===== src/rtl/bt_irq_pkg.sv =====
package bt_irq_pkg;
  localparam int unsigned MASK_W   = 2;
  localparam int unsigned EN_BIT   = 0;
  localparam int unsigned PEND_BIT = 1;

  typedef struct packed {
    logic en;
    logic pend;
  } mask_st_t;
endpackage


===== src/rtl/bt_irq_mask_wr.sv =====
module bt_irq_mask_wr
  import bt_irq_pkg::*;
(
  input  mask_st_t          st_i,
  input  logic              wr_i,
  input  logic [MASK_W-1:0] wdata_i,
  input  logic              any_atn_i,
  output mask_st_t          st_o
);
  always_comb begin
    st_o = st_i;
    if (wr_i) begin
      if (wdata_i[EN_BIT] != st_i.en) begin
        if (wdata_i[EN_BIT]) begin
          if (any_atn_i) st_o.pend = 1'b1;  // retroactive raise
          st_o.en = 1'b1;
        end else begin
          st_o.pend = 1'b0;
          st_o.en   = 1'b0;
        end
      end
      if (wdata_i[PEND_BIT] && st_o.pend) st_o.pend = 1'b0;
    end
  end
endmodule


===== src/rtl/bt_irq_evt.sv =====
module bt_irq_evt
  import bt_irq_pkg::*;
(
  input  mask_st_t st_i,
  input  logic     rsp_i,
  input  logic     b2h_atn_i,
  input  logic     sms_cur_i,
  input  logic     sms_upd_i,
  input  logic     sms_new_i,
  input  logic     sms_req_i,
  output mask_st_t st_o
);
  mask_st_t mid;

  always_comb begin
    mid = st_i;
    if (rsp_i && !st_i.pend && st_i.en) mid.pend = 1'b1;
  end

  always_comb begin
    st_o = mid;
    if (sms_upd_i && (sms_new_i != sms_cur_i)) begin
      if (sms_new_i) begin
        if (sms_req_i && !b2h_atn_i && mid.en) st_o.pend = 1'b1;
      end else if (!b2h_atn_i && mid.pend) begin
        st_o.pend = 1'b0;
      end
    end
  end
endmodule


===== src/rtl/bt_irq_line.sv =====
module bt_irq_line #(
  parameter bit IRQ_REG = 1'b1
) (
  input  logic clk_i,
  input  logic rst_ni,
  input  logic pend_i,
  input  logic feat_i,
  input  logic glb_i,
  output logic irq_o
);
  logic lvl;
  assign lvl = pend_i & feat_i & glb_i;

  generate
    if (IRQ_REG) begin : g_reg
      logic irq_q;
      always_ff @(posedge clk_i or negedge rst_ni) begin
        if (!rst_ni) irq_q <= 1'b0;
        else         irq_q <= lvl;
      end
      assign irq_o = irq_q;

      p_irq_drop_r10: assert property (@(posedge clk_i) disable iff (!rst_ni)
        !pend_i |=> !irq_o);
      p_irq_gate_r10: assert property (@(posedge clk_i) disable iff (!rst_ni)
        (!feat_i || !glb_i) |=> !irq_o);
    end else begin : g_comb
      assign irq_o = lvl;
    end
  endgenerate
endmodule


===== src/rtl/bt_irq_ctrl.sv =====
module bt_irq_ctrl
  import bt_irq_pkg::*;
#(
  parameter bit IRQ_REG = 1'b1
) (
  input  logic              clk_i,
  input  logic              rst_ni,
  input  logic              mask_wr_i,
  input  logic [MASK_W-1:0] mask_wdata_i,
  input  logic              rsp_ready_i,
  input  logic              b2h_atn_i,
  input  logic              sms_atn_i,
  input  logic              sms_upd_i,
  input  logic              sms_new_i,
  input  logic              sms_irq_req_i,
  input  logic              cold_rst_i,
  input  logic              warm_rst_i,
  input  logic              irq_feat_i,
  input  logic              irq_glb_en_i,
  output logic              irq_en_o,
  output logic              irq_pend_o,
  output logic              irq_o
);
  mask_st_t st_q, st_wr, st_ev, st_d;

  bt_irq_mask_wr u_mask_wr (
    .st_i      (st_q),
    .wr_i      (mask_wr_i),
    .wdata_i   (mask_wdata_i),
    .any_atn_i (b2h_atn_i | sms_atn_i),
    .st_o      (st_wr)
  );

  bt_irq_evt u_evt (
    .st_i      (st_wr),
    .rsp_i     (rsp_ready_i),
    .b2h_atn_i (b2h_atn_i),
    .sms_cur_i (sms_atn_i),
    .sms_upd_i (sms_upd_i),
    .sms_new_i (sms_new_i),
    .sms_req_i (sms_irq_req_i),
    .st_o      (st_ev)
  );

  // cold reset overrides every same-cycle event
  always_comb begin
    st_d = st_ev;
    if (cold_rst_i) st_d = '0;
  end

  always_ff @(posedge clk_i or negedge rst_ni) begin
    if (!rst_ni) st_q <= '0;
    else         st_q <= st_d;
  end

  assign irq_en_o   = st_q.en;
  assign irq_pend_o = st_q.pend;

  bt_irq_line #(.IRQ_REG(IRQ_REG)) u_line (
    .clk_i  (clk_i),
    .rst_ni (rst_ni),
    .pend_i (st_q.pend),
    .feat_i (irq_feat_i),
    .glb_i  (irq_glb_en_i),
    .irq_o  (irq_o)
  );

  p_pend_needs_en_r12: assert property (@(posedge clk_i) disable iff (!rst_ni)
    irq_pend_o |-> irq_en_o);
  p_cold_clears_r9: assert property (@(posedge clk_i) disable iff (!rst_ni)
    cold_rst_i |=> (!irq_en_o && !irq_pend_o));
  p_warm_keeps_r9: assert property (@(posedge clk_i) disable iff (!rst_ni)
    (warm_rst_i && !cold_rst_i && !mask_wr_i && !rsp_ready_i && !sms_upd_i)
    |=> ($stable(irq_en_o) && $stable(irq_pend_o)));
  p_en_off_r3: assert property (@(posedge clk_i) disable iff (!rst_ni)
    (mask_wr_i && !mask_wdata_i[EN_BIT] && irq_en_o) |=> (!irq_en_o && !irq_pend_o));
  p_rsp_sets_r5: assert property (@(posedge clk_i) disable iff (!rst_ni)
    (rsp_ready_i && irq_en_o && !mask_wr_i && !cold_rst_i &&
     !(sms_upd_i && !sms_new_i && sms_atn_i)) |=> irq_pend_o);
  p_sms_same_r6: assert property (@(posedge clk_i) disable iff (!rst_ni)
    (sms_upd_i && (sms_new_i == sms_atn_i) && !mask_wr_i && !rsp_ready_i && !cold_rst_i)
    |=> ($stable(irq_en_o) && $stable(irq_pend_o)));
endmodule


===== config.mk =====
export PLATFORM = sky130hd
export DESIGN_NAME = bt_irq_ctrl
export DESIGN_NICKNAME = d
export VERILOG_FILES = /design/src/rtl/bt_irq_pkg.sv /design/src/rtl/bt_irq_mask_wr.sv /design/src/rtl/bt_irq_evt.sv /design/src/rtl/bt_irq_line.sv /design/src/rtl/bt_irq_ctrl.sv
export SDC_FILE = /design/constraint.sdc
export NUM_CORES = 1
export LEC_CHECK = 0
export CORE_AREA = 2 2 39 41
export DETAILED_ROUTE_END_ITERATION = 6
export DIE_AREA = 0 0 41 43
export DONT_BUFFER_PORTS = 1
export HOLD_SLACK_MARGIN = 0.12
export PLACE_DENSITY = 0.31
export SYNTH_ARGS = -nofsm -noshare
export SYNTH_HDL_FRONTEND = slang
export SYNTH_SLANG_ARGS = --single-unit
export TNS_END_PERCENT = 10

===== constraint.sdc =====
create_clock -name clk_i -period 1.3 [get_ports clk_i]
set_clock_uncertainty 0.05 [all_clocks]
set_input_delay 0.065 -clock clk_i [delete_from_list [all_inputs] [get_ports clk_i]]
set_output_delay 0.065 -clock clk_i [all_outputs]
set_load 0.03 [all_outputs]

* Yosys cells after proc, flatten, opt, wreduce, memory -nomap -nowiden
Cells that the tools add are included.
Cells by class: equal/unequal tests 2, multiplexer cells 12, bitwise operators 3, reductions and logical operators 9
Operators by type and width (number):
- 2-bit two-way mux | 5
- 1-bit logical AND | 7
- 1-bit two-way mux | 7
- 1-bit AND | 2
- 1-bit zero test | 2
- 1-bit inequality test | 2
- 1-bit bitwise OR | 1
Word-level totals: register bits after elaboration 3, input port bits 15

* Longest topological paths before layout
Gate-level depths: netlist of run 1.
depth in word-level cells 17, gate-level depth with buffers 4

* Cells and area by module
From an unflattened synthesis of run 1, not the netlist that was laid out.
Second synthesis, totals: cell total of the unflattened synthesis 19, area, all modules 181.4 µm²
Modules (own cells, without submodules):
- bt_irq_ctrl | times used 1, cells each 5, area each 68.8 µm², sequential area each 50.0 µm²
- bt_irq_evt | times used 1, cells each 7, area each 45.0 µm², sequential area each 0.0 µm²
- bt_irq_mask_wr | times used 1, cells each 5, area each 36.3 µm², sequential area each 0.0 µm²
- bt_irq_line | times used 1, cells each 2, area each 31.3 µm², sequential area each 25.0 µm²

* Worst setup path after synthesis of run 1
No wires, ideal clock.
path type flip-flop to flip-flop, from register st_q (netlist bit irq_en_o), to register st_q (netlist bit irq_pend_o), data arrival time 1.036 ns, setup slack 0.114 ns, stages on the path, launching flop included 5, buffers on the path 0, cell sequence dfrtp_1 > nor2b_1 > o21ai_2 > a2bb2oi_1 > a311oi_1
RTL lines:
- start, declared | RTL line bt_irq_ctrl.sv:24 | mask_st_t st_q, st_wr, st_ev, st_d;
- start signal, assigned | RTL line bt_irq_ctrl.sv:53 | else st_q <= st_d;

==> results of run 1 <==
==> logic make-up after synthesis <==
group / Yosys count / synth area share
xor+xnor: 1 / 0.0519
buf+inv: 1 / 0.0222
mux: 1 / 0.0593
simple gates: 4 / 0.141
compound gates: 6 / 0.282
flops: 3 / 0.444
==> metrics by stage <==
step | cells | util | cell area, um2 | power, uW | setup slack, ns
after floorplan | 16 | - | 169 | 135 | 0.114
after global placement | 34 | 0.147 | 204 | 145 | 0.187
after detailed placement | 34 | 0.147 | 204 | 145 | 0.169
after CTS | 50 | 0.253 | 350 | 342 | 0.103
after global routing | 50 | 0.253 | 350 | 363 | 0.0104
final | 50 | 0.253 | 350 | 332 | 0.100
==> worst register-to-register path: stages, from the launching register on <==
cell	delay, ns
sky130_fd_sc_hd__dfrtp_1	0.40
sky130_fd_sc_hd__nor2b_1	0.15
sky130_fd_sc_hd__o21ai_2	0.10
sky130_fd_sc_hd__a2bb2oi_1	0.06
sky130_fd_sc_hd__a311oi_1	0.25
==> where the power goes <==
group	switching, uW	internal, uW	total, uW
Combinational	26.3	43.4	69.7
Sequential	5.47	99.2	105
Clock	42.8	115	157
Total	74.6	257	332
==> metal layers <==
metal,up-vias,part of all wire,track usage
met5,-,0,0
met1,80,0.39,0.0548
li1,95,-,-
met3,0,0.17,0.0838
met4,0,0,0.0200
met2,17,0.44,0.109
==> flip-flops by register name, indices dropped and copies added (netlist names) <==
| name | flops |
|---|---|
| irq_en_o | 1 |
| irq_pend_o | 1 |
| u_line.irq_o | 1 |
==> cells in the final DEF, fill, tap and decap left out, types with 2 or more instances in the layout <==
master                          Yosys  final
sky130_fd_sc_hd__buf_4              0      2
sky130_fd_sc_hd__clkbuf_4           0      3
sky130_fd_sc_hd__dfrtp_1            3      3
sky130_fd_sc_hd__dlygate4sd3_1      0     12
==> area by class of cell <==
type                    count  area [um2]  area share
inverters                   1        3.75      0.0107
repair buffers             14         135       0.386
multi-input cells          12        90.1       0.257
clock buffers               4        26.3      0.0750
well taps                  16        20.0      0.0571
flip-flops and latches      3        75.1       0.214
==> final timing paths <==
path,startpoint,end,cells past startpoint
max in group asynchronous,rst_ni,irq_pend_o$_DFF_PN0_,2
min reg2reg,irq_en_o$_DFF_PN0_,irq_en_o$_DFF_PN0_,2
max reg2reg,irq_en_o$_DFF_PN0_,irq_pend_o$_DFF_PN0_,4
min,mask_wdata_i[0],irq_pend_o$_DFF_PN0_,4
min in group asynchronous,rst_ni,u_line.irq_o$_DFF_PN0_,2
max,b2h_atn_i,irq_pend_o$_DFF_PN0_,5
==> what timing repair did <==
item / in CTS / in global routing
endpoints found under the hold margin: 6 / 0
gates resized for setup: 0 / 0
hold buffers: 12 / 0
==> results.txt, run 1 <==
The run finished with clean final reports. The min-delay analysis places its worst path in the category in2reg. Measured against its own limit, the worst slew margin works out to 0.818. The effective utilization at floorplan came out at 0.122.

The first-pass detailed-route iteration total is 2. The number of buffers on the longest clock path is 2. The maximum fanout count along the critical path came out at 2.

For this run, the leading register cell type out of synthesis is sky130_fd_sc_hd__dfrtp_1. The level count of the clock H-tree came out at 1. Of all cell types, the one taking the most synthesized area is sky130_fd_sc_hd__dfrtp_1.

In this run the remaining antenna-violating nets after routing total 0. The total core area is around 0.0014 mm2. In this run the post-CTS setup repair buffer count came out at 0. In the final design database the tool counted 50 nets.

For this run, the register share of the synthesized area comes to 0.444. Of the post-synthesis cell area, the dominant cell type holds 0.444. The worst setup path is of the in2reg kind.

The minimum setup slack among reg-to-reg paths is roughly 0.18 ns. The routed design has 493 um of wire. The die is about 43 um tall. The clock sink count is 3. The async set-or-reset flop fraction in the synthesized netlist came out at 1.00. The worst setup path is captured at a register. The post-synth net total came out at 31. After filler insertion, the fill cell instance count of the layout stands at 153. IR analysis of the VDD net gives a maximum drop of between 0.3 and 0.4 mV. The maximum number of pins on one net before global-route repair came out at 5. The critical path's slowest cell is sky130_fd_sc_hd__dlygate4sd3_1. The vias per cell is around 3.8. The hold slack came out at ~0.16 ns.

The transition time at the pin with the least slew margin is about 0.27 ns. Setup repair after global routing left no endpoint under its margin. The CTS clock-pin slew for the worst setup and hold paths came out at about 0.030 ns. Counting every instance in the synthesized netlist gives 16.

Yosys instantiated no cell more often than sky130_fd_sc_hd__dfrtp_1. The count of yosys warnings during synthesis came out at 0. The largest stage delay on the critical path came out at between 0.5 and 0.6 ns. The combined buffer and inverter count along the critical path is 1.

The total global routing track utilization is 0.0714. The critical path's top delay family is buffers and inverters. The final-layout setup total negative slack is 0 ns. The global-route wire length before repair came out at 807 um. The die width is approximately 40 um. The number of global-route vias before repair came out at 237.

The clock reaches the later pin of the worst-skew pair after 0.23 ns. The area added between synthesis and finish came out at 107%. After the first detailed-routing iteration, the DRC count stood at 1. TritonCTS built the clock tree. The via total after detailed routing came out at about 190.

The number of endpoints failing setup at the final stage is 0. The synthesized area per cell came out at ~11 um2. After global routing the overflow that remains totals 0.

The floorplan row count came out at 14. The register bit total from synthesis came out at 3. The synthesized design contains 0 enable-type register cells. The number of buffers inserted during clock tree synthesis is 3.

By area the synthesized netlist is led by sky130_fd_sc_hd__dfrtp_1 (44%), sky130_fd_sc_hd__mux2i_1 (5.9%), sky130_fd_sc_hd__a2bb2oi_1 (5.2%). The final hold violation count came to 0. The total die area is 0.00176 mm2. The summed instance area of the synthesized netlist is 169 um2. The data required time at the worst endpoint came out at around 1.4 ns.

The max-slew violation count came out at 0. The routability-driven placement congestion ratio is between 0.5 and 0.6. The unique cell type count in the Yosys netlist came out at 14. The routed wirelength normalized by instance count came out at roughly 10 um. For this run, the top clock speed supported by timing is ~0.83 GHz. The top-level port count is 18. The buffer type at the clock tree root is sky130_fd_sc_hd__clkbuf_4. Power spread over the standard cell area amounts to around 950 mW/mm2.

The worst setup path is launched from a primary input. The final period demand of the worst path is between 1 and 1.5 ns. The number of antenna diodes in the final layout is 0.

The signal on the critical path passes through dlygate4sd3_1 -> and2b_1 -> a31oi_1 -> a2bb2oi_1 -> a311oi_1. For this run, design rule violations remaining after detail routing come to 0. The initial antenna violation count was 0.

The data arrival time of the critical path came out at ~1.3 ns. The standby leakage power came out at 0.000157 uW. Max-cap violations in this run came to 0. In the final layout, the share of cells above drive strength 1 is 0.176.

Port buffering added 0 buffers. Of the available clock period, the critical path in the final layout requires 0.923.
Note: power is estimated with default switching activity, not from simulation.
==> run 2: changes to the inputs <==
Settings changed: ABC_AREA set to 1, PLACE_DENSITY 0.31 to 0.34.
==> results.txt, run 2 <==
The summed instance area of the synthesized netlist came out at 209 um2 (+24%). The final instance count without filler cells was 70 (+40%). The height of the chip came out at 43 um (unchanged). The cell depth of the worst flop-to-flop path is 5 (+1). The critical path is of the in2reg type.

The vias per cell came out at 3.57 (-7.0%). The data arrival time of the critical path came out at 1.22 ns (-0.05 ns). The maximum clock frequency was 0.873 GHz (+4.8%). The minimum setup slack in the final design came out at 0.155 ns (+0.0549 ns). The path category of the worst min-delay check is in2reg. The number of nets in the layout is 70 (+40%). The total die area is 0.00176 mm2 (unchanged). Summed over all instances, the cell type with the most area after synthesis is sky130_fd_sc_hd__dfrtp_1. The total overflow reported by the global router was 0 (unchanged).

The number of buffers inserted during clock tree synthesis came out at 3 (unchanged). The reported max-cap violation count is 0 (unchanged). The global-route wire length before repair is 924 um (+14%).

The count of yosys warnings during synthesis is 0 (unchanged). The most instantiated flip-flop cell in the synthesis netlist is sky130_fd_sc_hd__dfrtp_1. Leaving out fill and tap cells, the most frequent cells in the layout are sky130_fd_sc_hd__dlygate4sd3_1 (14), sky130_fd_sc_hd__nand2_1 (11), sky130_fd_sc_hd__nor2_1 (6), sky130_fd_sc_hd__inv_1 (5). The combined area of the multi-input logic cells came out at 104 um2 (+15%). The fraction of the yosys area taken by sequential cells is 0.359 (-0.0852).

The minimum setup slack among reg-to-reg paths is 0.26 ns (+0.08 ns). The headroom to the max-slew limit is 0.816 (-0.00233). The setup fix buffers added after clock tree synthesis was 0 (unchanged). The number of buffers on the longest clock path came to 2 (unchanged). The transition time at the pin with the least slew margin came out at 0.276 ns (+0.00350 ns). The filler cell count is 157 (+2.6%). The post-cts hold buffer count is 14 (+2).

The post-synth net total came to 49 (+58%). In this run the critical register-to-register path is launched from irq_en_o$_DFF_PN0_. The via total after detailed routing came out at 250 (+30%).

The commonest cells after synthesis are sky130_fd_sc_hd__nand2_1 (11), sky130_fd_sc_hd__nor2_1 (6), sky130_fd_sc_hd__inv_1 (5). The top-level port count is 18 (unchanged). The final hold violation count is 0 (unchanged). The standby leakage power came out at 0.000205 uW (+30%). The sequential standard cell area is 75.1 um2 (unchanged). The area added between synthesis and finish is 96.4%.

The effective utilization at floorplan is 0.151 (+0.0289). The post-cts repair resize count is 0 (unchanged). The overall routed net length was 575 um (+17%). The share of layout cells above drive strength 1 came to 0.204 (+0.0272).

The routability-driven placement congestion ratio is 0.622 (+9.7%). The flow ran to the end, and the final reports show no timing, DRC or antenna violations. The maximum number of pins on one net before global-route repair is 4 (-1).

The power density normalized to cell area was 866 mW/mm2 (-8.6%). The synthesized area per cell came out at 6.15 um2 (-42%). The number of antenna-violating nets in the routed design came out at 0 (unchanged). The number of diodes is 0 (unchanged).

The worst slack after detailed placement is 0.269 ns (+0.100 ns). The number of flops mapped to enable cells by yosys was 0 (unchanged). The top-area cell type share of the netlist area came out at 0.359 (-0.0852). In the post-synthesis netlist, the biggest area contributors are sky130_fd_sc_hd__dfrtp_1 (36%), sky130_fd_sc_hd__nand2_1 (20%), sky130_fd_sc_hd__nor2_1 (11%). The CTS clock-pin slew for the worst setup and hold paths is 0.04 ns (about the same). The maximum vdd ir drop is 0.302 mV (-22%).

STA classifies the critical path endpoint as a register. The final-layout setup total negative slack is 0 ns (unchanged). The final period demand of the worst path is 1.14 ns (-0.0549 ns).

Setup repair after global routing left no endpoint under its margin. The worst-skew pair later-pin latency came out at 0.23 ns (about the same). The floorplan row count came to 14 (unchanged). The number of DRC violations after detailed-routing iteration 0 came out at 4 (+3). The residual DRC count was 0 (unchanged). The routed wirelength normalized by instance count is 8.21 um (-17%).

The first-pass detailed-route iteration total is 2 (unchanged). The total global routing track utilization came out at 0.0826 (+0.0112). The number of input and output port buffers inserted came out at 0 (unchanged).

The async set-or-reset flop fraction in the synthesized netlist came out at 1.00 (unchanged). TritonCTS built the clock tree. The unique cell type count in the Yosys netlist came out at 10 (-4).

The maximum fanout count along the critical path is 1 (-1). The number of endpoints failing setup at the final stage is 0 (unchanged). The clock sink count came to 3 (unchanged). The number of cells in the design after placement came out at 52 (+53%). The die width came out at 41 um (unchanged).

The total core area came out at 0.00138 mm2 (unchanged). In the post-synthesis netlist, the cell with the most instances is sky130_fd_sc_hd__nand2_1. The worst register-to-register path ends at irq_pend_o$_DFF_PN0_. The max-slew violation count is 0 (unchanged).

The hold slack came out at 0.130 ns (-0.0329 ns). The most frequent standard cell in the layout excluding fill and tap cells is sky130_fd_sc_hd__dlygate4sd3_1. The level count of the clock H-tree came out at 1 (unchanged). The register bit total from synthesis came out at 3 (unchanged). The share of the cycle needed by the critical path after routing came out at 0.881 (-0.0422). The critical path starts at irq_feat_i. The HPWL after detailed placement is roughly 380 um. The number of global-route vias before repair is 266 (+12%). The initial antenna violation count came out at 0 (unchanged). The post-synthesis instance total was 34 (+18). Clock tree synthesis selected as its root buffer the cell sky130_fd_sc_hd__clkbuf_4. The destination of the critical timing path is u_line.irq_o$_DFF_PN0_. STA classifies the critical path startpoint as a primary input. The data required time at the worst endpoint came to 1.38 ns (about the same).
## run 2: power breakdown
part	total (uW)	switching, uW	internal, uW
combinational	85.7	38.9	46.9
sequential	104	4.76	98.9
clock	166	50.9	115
total	355	94.5	261
## run 2: through the flow
stage | util | cell area [um2] | total power [uW]
after floorplan | - | 209 | 142
after global placement | 0.176 | 244 | 154
after detailed placement | 0.176 | 244 | 154
after CTS | 0.297 | 410 | 365
after global routing | 0.297 | 410 | 386
final | 0.297 | 410 | 355
## run 2: how the worst min path moves through the flow
| stage | from | depth (start not counted) | to |
|---|---|---|---|
| finish | sms_atn_i | 7 | irq_pend_o$_DFF_PN0_ |
| CTS | mask_wdata_i[0] | 4 | irq_pend_o$_DFF_PN0_ |
| global placement | rst_ni | 0 | u_line.irq_o$_DFF_PN0_ |
| global route | sms_atn_i | 7 | irq_pend_o$_DFF_PN0_ |
| detailed placement | rst_ni | 0 | u_line.irq_o$_DFF_PN0_ |
| floorplan | rst_ni | 0 | irq_en_o$_DFF_PN0_ |
## run 2: cell type report
| class | instances | area share |
|---|---|---|
| clock buffer | 4 | 0.0640 |
| inverter | 8 | 0.0732 |
| multi-input combinational | 23 | 0.253 |
| sequential | 3 | 0.183 |
| tap | 16 | 0.0488 |
| timing repair buffer | 16 | 0.378 |
## run 2: worst max-delay path, stage by stage
cell,delay [ns]
sky130_fd_sc_hd__dlygate4sd3_1,0.53
sky130_fd_sc_hd__nand2_1,0.05
sky130_fd_sc_hd__dlygate4sd3_1,0.53
sky130_fd_sc_hd__nor2_1,0.04
## run 2: per-layer routing
| layer | up-vias | part of all wire | global-route usage |
|---|---|---|---|
| met1 | 101 | 0.42 | 0.0779 |
| met4 | 0 | 0 | 0.0600 |
| li1 | 138 | - | - |
| met5 | - | 0 | 0 |
| met2 | 11 | 0.51 | 0.125 |
| met3 | 0 | 0.070 | 0.0471 |
## run 2: logic make-up (layout without fill, tap and decap cells)
kind of cell | Yosys count | count (layout) | synth area share
AOI/OAI and AO/OA | 4 | 4 | 0.132
buffers and inverters | 8 | 28 | 0.144
DFF | 3 | 3 | 0.359
and+or+nand+nor | 19 | 19 | 0.365
